==> config.mk <==
export PLATFORM = sky130hd
export DESIGN_NAME = adc_accum_seq
export DESIGN_NICKNAME = d
export VERILOG_FILES = /design/src/rtl/adc_seq_pkg.sv /design/src/rtl/adc_sar_clkdiv.sv /design/src/rtl/adc_group_ctrl.sv /design/src/rtl/adc_accum.sv /design/src/rtl/adc_accum_seq.sv
export SDC_FILE = /design/constraint.sdc
export NUM_CORES = 1
export LEC_CHECK = 0
export ABC_AREA = 0
export BUFFER_PORTS_ARGS = -buffer_cell sky130_fd_sc_hd__buf_2
export CORE_MARGIN = 2
export CORE_UTILIZATION = 50
export DETAILED_ROUTE_END_ITERATION = 12
export PLACE_DENSITY = 0.73
export SLEW_MARGIN = 25
export SYNTH_ARGS = -nofsm -noshare
export SYNTH_HDL_FRONTEND = slang
export SYNTH_SLANG_ARGS = --single-unit
==> constraint.sdc <==
create_clock -name clk -period 4.5 [get_ports clk]
set_clock_uncertainty 0.1 [all_clocks]
set_input_delay 0.9 -clock clk [delete_from_list [all_inputs] [get_ports clk]]
set_output_delay 0.9 -clock clk [all_outputs]
set_load 0.005 [all_outputs]
==> src/rtl/adc_seq_pkg.sv <==
package adc_seq_pkg;

    localparam int DIV_BITS    = 5;
    localparam int RPT_BITS    = 2;
    localparam int SMP_BITS    = 12;
    localparam int SUM_BITS    = 16;
    localparam int GRP_MAX     = 16;
    localparam int GCNT_BITS   = $clog2(GRP_MAX) + 1;
    localparam logic [7:0] CFG_RESET = 8'hF8;

    typedef struct packed {
        logic [DIV_BITS-1:0] div;
        logic [RPT_BITS-1:0] rpt;
    } seq_cfg_t;

    typedef enum logic [1:0] {
        CTL_IDLE = 2'd0,
        CTL_ARM  = 2'd1,
        CTL_CONV = 2'd2
    } ctl_state_t;

    function automatic logic [GCNT_BITS-1:0] group_len(input logic [RPT_BITS-1:0] code);
        case (code)
            2'b00:   group_len = GCNT_BITS'(1);
            2'b01:   group_len = GCNT_BITS'(4);
            2'b10:   group_len = GCNT_BITS'(8);
            default: group_len = GCNT_BITS'(16);
        endcase
    endfunction

endpackage

==> src/rtl/adc_sar_clkdiv.sv <==
module adc_sar_clkdiv #(
    parameter int DIV_W = adc_seq_pkg::DIV_BITS
) (
    input  logic             clk,
    input  logic             rst,
    input  logic             en,
    input  logic [DIV_W-1:0] div,
    output logic             tick
);
    logic [DIV_W-1:0] phase;

    assign tick = en && (phase >= div);

    always_ff @(posedge clk) begin
        if (rst || !en) begin
            phase <= '0;
        end else if (phase >= div) begin
            phase <= '0;
        end else begin
            phase <= phase + 1'b1;
        end
    end
endmodule

==> src/rtl/adc_group_ctrl.sv <==
module adc_group_ctrl
    import adc_seq_pkg::*;
#(
    parameter int CNT_W = GCNT_BITS
) (
    input  logic                clk,
    input  logic                rst,
    input  logic                en,
    input  logic                burst,
    input  logic [RPT_BITS-1:0] rpt,
    input  logic                req,
    input  logic                tick,
    input  logic                conv_done,
    output logic                conv_go,
    output logic                take,
    output logic                take_last
);
    ctl_state_t       state;
    logic [CNT_W-1:0] taken;
    logic [CNT_W-1:0] need;

    assign need      = CNT_W'(group_len(rpt));
    assign conv_go   = en && (state == CTL_ARM) && tick;
    assign take      = en && (state == CTL_CONV) && conv_done;
    assign take_last = take && (taken == need - 1'b1);

    always_ff @(posedge clk) begin
        if (rst || !en) begin
            state <= CTL_IDLE;
            taken <= '0;
        end else begin
            case (state)
                CTL_IDLE: if (req) state <= CTL_ARM;
                CTL_ARM:  if (tick) state <= CTL_CONV;
                CTL_CONV: begin
                    if (conv_done) begin
                        if (taken == need - 1'b1) begin
                            taken <= '0;
                            state <= CTL_IDLE;
                        end else begin
                            taken <= taken + 1'b1;
                            state <= burst ? CTL_ARM : CTL_IDLE;
                        end
                    end
                end
                default: state <= CTL_IDLE;
            endcase
        end
    end
endmodule

==> src/rtl/adc_accum.sv <==
module adc_accum #(
    parameter int SMP_W = adc_seq_pkg::SMP_BITS,
    parameter int SUM_W = adc_seq_pkg::SUM_BITS
) (
    input  logic             clk,
    input  logic             rst,
    input  logic             en,
    input  logic             take,
    input  logic             take_last,
    input  logic             ljust,
    input  logic [SMP_W-1:0] sample,
    output logic [SUM_W-1:0] result,
    output logic             eoc,
    output logic             win
);
    localparam int PAD_W = SUM_W - SMP_W;

    logic [SUM_W-1:0] running;
    logic [SUM_W-1:0] addend;
    logic [SUM_W-1:0] next_sum;

    assign addend   = ljust ? {sample, {PAD_W{1'b0}}} : {{PAD_W{1'b0}}, sample};
    assign next_sum = running + addend;

    always_ff @(posedge clk) begin
        if (rst) begin
            running <= '0;
            result  <= '0;
            eoc     <= 1'b0;
            win     <= 1'b0;
        end else begin
            eoc <= 1'b0;
            win <= 1'b0;
            if (!en) begin
                running <= '0;
            end else if (take) begin
                if (take_last) begin
                    result  <= next_sum;
                    running <= '0;
                    eoc     <= 1'b1;
                    win     <= 1'b1;
                end else begin
                    running <= next_sum;
                end
            end
        end
    end
endmodule

==> src/rtl/adc_accum_seq.sv <==
module adc_accum_seq
    import adc_seq_pkg::*;
#(
    parameter int DIV_W = DIV_BITS,
    parameter int SMP_W = SMP_BITS,
    parameter int SUM_W = SUM_BITS
) (
    input  logic             clk,
    input  logic             rst,
    input  logic             enable,
    input  logic             cfg_wr,
    input  logic [7:0]       cfg_wdata,
    output logic [7:0]       cfg_q,
    input  logic             burst_en,
    input  logic             left_just,
    input  logic             conv_start,
    output logic             sar_tick,
    output logic             adc_start,
    input  logic             adc_done,
    input  logic [SMP_W-1:0] adc_sample,
    output logic [SUM_W-1:0] result,
    output logic             eoc_pulse,
    output logic             win_pulse
);
    seq_cfg_t cfg;
    logic     take;
    logic     take_last;
    logic     ljust_eff;
    logic     unused_rsvd;

    assign unused_rsvd = cfg_wdata[0];
    assign cfg_q       = {cfg.div, cfg.rpt, 1'b0};
    assign ljust_eff   = left_just && (cfg.rpt == '0);

    always_ff @(posedge clk) begin
        if (rst) begin
            cfg <= seq_cfg_t'(CFG_RESET[7:1]);
        end else if (cfg_wr) begin
            cfg <= seq_cfg_t'(cfg_wdata[7:1]);
        end
    end

    adc_sar_clkdiv #(.DIV_W(DIV_W)) u_div (
        .clk  (clk),
        .rst  (rst),
        .en   (enable),
        .div  (DIV_W'(cfg.div)),
        .tick (sar_tick)
    );

    adc_group_ctrl #(.CNT_W(GCNT_BITS)) u_ctl (
        .clk       (clk),
        .rst       (rst),
        .en        (enable),
        .burst     (burst_en),
        .rpt       (cfg.rpt),
        .req       (conv_start),
        .tick      (sar_tick),
        .conv_done (adc_done),
        .conv_go   (adc_start),
        .take      (take),
        .take_last (take_last)
    );

    adc_accum #(.SMP_W(SMP_W), .SUM_W(SUM_W)) u_acc (
        .clk       (clk),
        .rst       (rst),
        .en        (enable),
        .take      (take),
        .take_last (take_last),
        .ljust     (ljust_eff),
        .sample    (adc_sample),
        .result    (result),
        .eoc       (eoc_pulse),
        .win       (win_pulse)
    );
endmodule

==> impl_metrics.toml <==
[pwr]
ir_drop_mv = 0.154
p_per_area_nw_per_um2 = 274
p_leak_nw = 1.58
power_mw = 0.927

[worst_setup_path]
worstSetupStartpointType = "input port"
worstPathMaxFanout = 16
crit_path_end_kind = "register"
reg2reg_slack_ns = 1.10
critPathKind = "input port to register"
cp.arrival_ns = 3.74
critical_path_required_ns = 4.60
r2r_cells = 10

[final_layout]
antennaDiodeCount = 0
nets = 443
fin_area_um2 = 3390
drive_gt1_share_pct = 18.8
area_growth_pct = 13.1
fin_cells = 468

[timing]
finalMaxSlewViolations = 0
totalNegativeSetupSlack_ns = 0
finalHoldViolations = 0
tightest_slew_ns = 0.820
fin_crit_sh_pct = 80.8
final-setup-viol-count = 0
fin_hold_ws_ns = 0.352
clock.fmax_ghz = 0.275
rsz0062_at_grt = "no"
min_period_ns = 3.64
max_slew_margin_pct = 45.1

[clock_network]
cts_root_buf = "clkbuf_8"
post_cts_resized = 0
cts_setup_buffers = 0
clk_latency_ns = 0.30
hold_buffers = 0
cts_buffer_depth = 2
clkSinkCount = 52
clk_pin_slew_ns = 0.10
cts_buffers = 5
htreeDepth = 2
cts_tree = "done"

[yosys]
synth_area_leader_cell = "dfxtp_1"
ys.flop_type = "dfxtp_1"
synthDistinctLibCells = 52
yosysMostFrequentCell = "dfxtp_1"
synth_area_per_cell_um2 = 8.49
async_reset_ff_share_pct = 0
synth_area_leaders = "dfxtp_1 35%, ha_1 9.2%, nand2_1 5.3%"
synth_area_um2 = 3000
ys_seq_area_share_pct = 34.8
ys_seq_elements = 52
ys_top_cells_by_count = "52 x dfxtp_1, 42 x nand2_1, 26 x a21oi_1, 23 x nand3_1, 23 x nor2_1"
synth_top_area_share_pct = 34.8
yosysWarnings = 0
syn_inst = 353
synth_nets = 404
synth_edf_count = 0

[grt]
antenna_found_initial = 0
globalRouteOverflowTotal = 0
grt_max_degree = 24
grt_pass1_wl_um = 10800
grt_pass1_vias = 2355
grt_usage_pct = 20.8

[placed_design]
dp_hpwl_um = 4910
place_area_um2 = 3270
gp_congestion = 0.862
io_buffer_count = 53
dpl.cell_count = 460

[die]
die_x_um = 81.4
dieArea_um2 = 6630
core_area_um2 = 5850
initial_core_util_pct = 51.2
die_y_um = 81.4
ioPinCount = 56
rows = 28

[routing]
first_pass_iters = 4
wire_per_inst_um = 14.0
via_per_inst = 5.48
drt_iter0_drc = 111
drtAntennaViolNets = 0
wirelength_um = 6550
vias = 2566
drc = 0

[run]
maxCapViolations = 0

[min_path]
hp-class = "register to register"
hold_depth = 2

[run_status]
status = "complete, no violations"
-- metal layers --
metal | share of wire, % | wire length [um] | track usage (%) | up-vias
li1 | - | - | - | 1324
met1 | 49 | 3190 | 28.5 | 1177
met2 | 46 | 2990 | 34.1 | 59
met3 | 4.9 | 318 | 3.33 | 6
met4 | 0.70 | 46 | 5.42 | 0
met5 | 0 | 0 | 0 | -
-- cell usage in the layout, fill, tap and decap left out, drive strengths merged, types with 5 or more instances in the layout --
master / n
clkbuf: 6
and3: 6
nand2: 42
nand4: 6
o211ai: 5
dfxtp: 52
o21ai: 7
inv: 11
nor2b: 5
a21oi: 26
a21o: 10
nor3: 6
nor2: 23
mux2: 8
ha: 22
a22o: 7
nand3: 23
xor2: 14
buf: 54
xnor2: 10
-- flip-flops by register name, indices dropped and copies added (netlist names) --
| signal | count |
|---|---|
| u_acc.running | 16 |
| u_acc.result | 16 |
| u_acc.eoc | 1 |
| cfg_q | 7 |
| u_ctl.state | 2 |
| u_div.phase | 5 |
| u_ctl.taken | 5 |
-- critical path: stages --
cell and delay, ns:
buf_2 0.07, nor3b_2 0.15, buf_4 0.24, mux2_2 0.36, ha_1 0.38, and3_1 0.22
a221o_1 0.33, a221oi_2 0.41, o21ai_0 0.18, xnor2_1 0.18, o311a_1 0.30
-- area by class of cell --
type / count / area, um^2
clock inverter: 2 / 38.8
multi-input combinational: 268 / 1820
inverter: 11 / 41.3
fill: 547 / 2460
timing repair buffer: 54 / 273
tap: 75 / 93.8
clock buffer: 6 / 82.6
sequential: 52 / 1040
-- power by group --
group | leakage (nW) | internal (mW) | switching, mW
Sequential | 0.421 | 0.465 | 0.00464
Clock | 0.0614 | 0.182 | 0.158
Combinational | 1.10 | 0.0492 | 0.0681
Total | 1.58 | 0.696 | 0.231
-- kinds of logic after synthesis --
group,synth area share [%]
flops,34.8
compound gates,18.3
xor+xnor,7.02
fa+ha+maj,9.86
buf+inv,4.76
simple gates,20.8
other cells,0.125
mux,4.34
-- path summary, 6_finish.rpt --
kind,start,to
max reg2reg,cfg_q[2],u_acc.result[15]
min reg2reg,u_acc.result[2],u_acc.result[2]
min,u_acc.result[2],u_acc.result[2]
max,left_just,u_acc.result[15]
-- per-stage QoR --
step                setup WS [ns]  utilization, %
finish                      0.864            57.9
global route                0.723            57.9
CTS                         0.887            57.9
detailed placement          0.556            55.8
global placement            0.582            55.8
floorplan                   0.348               -
(Power assumes the default switching activity.)
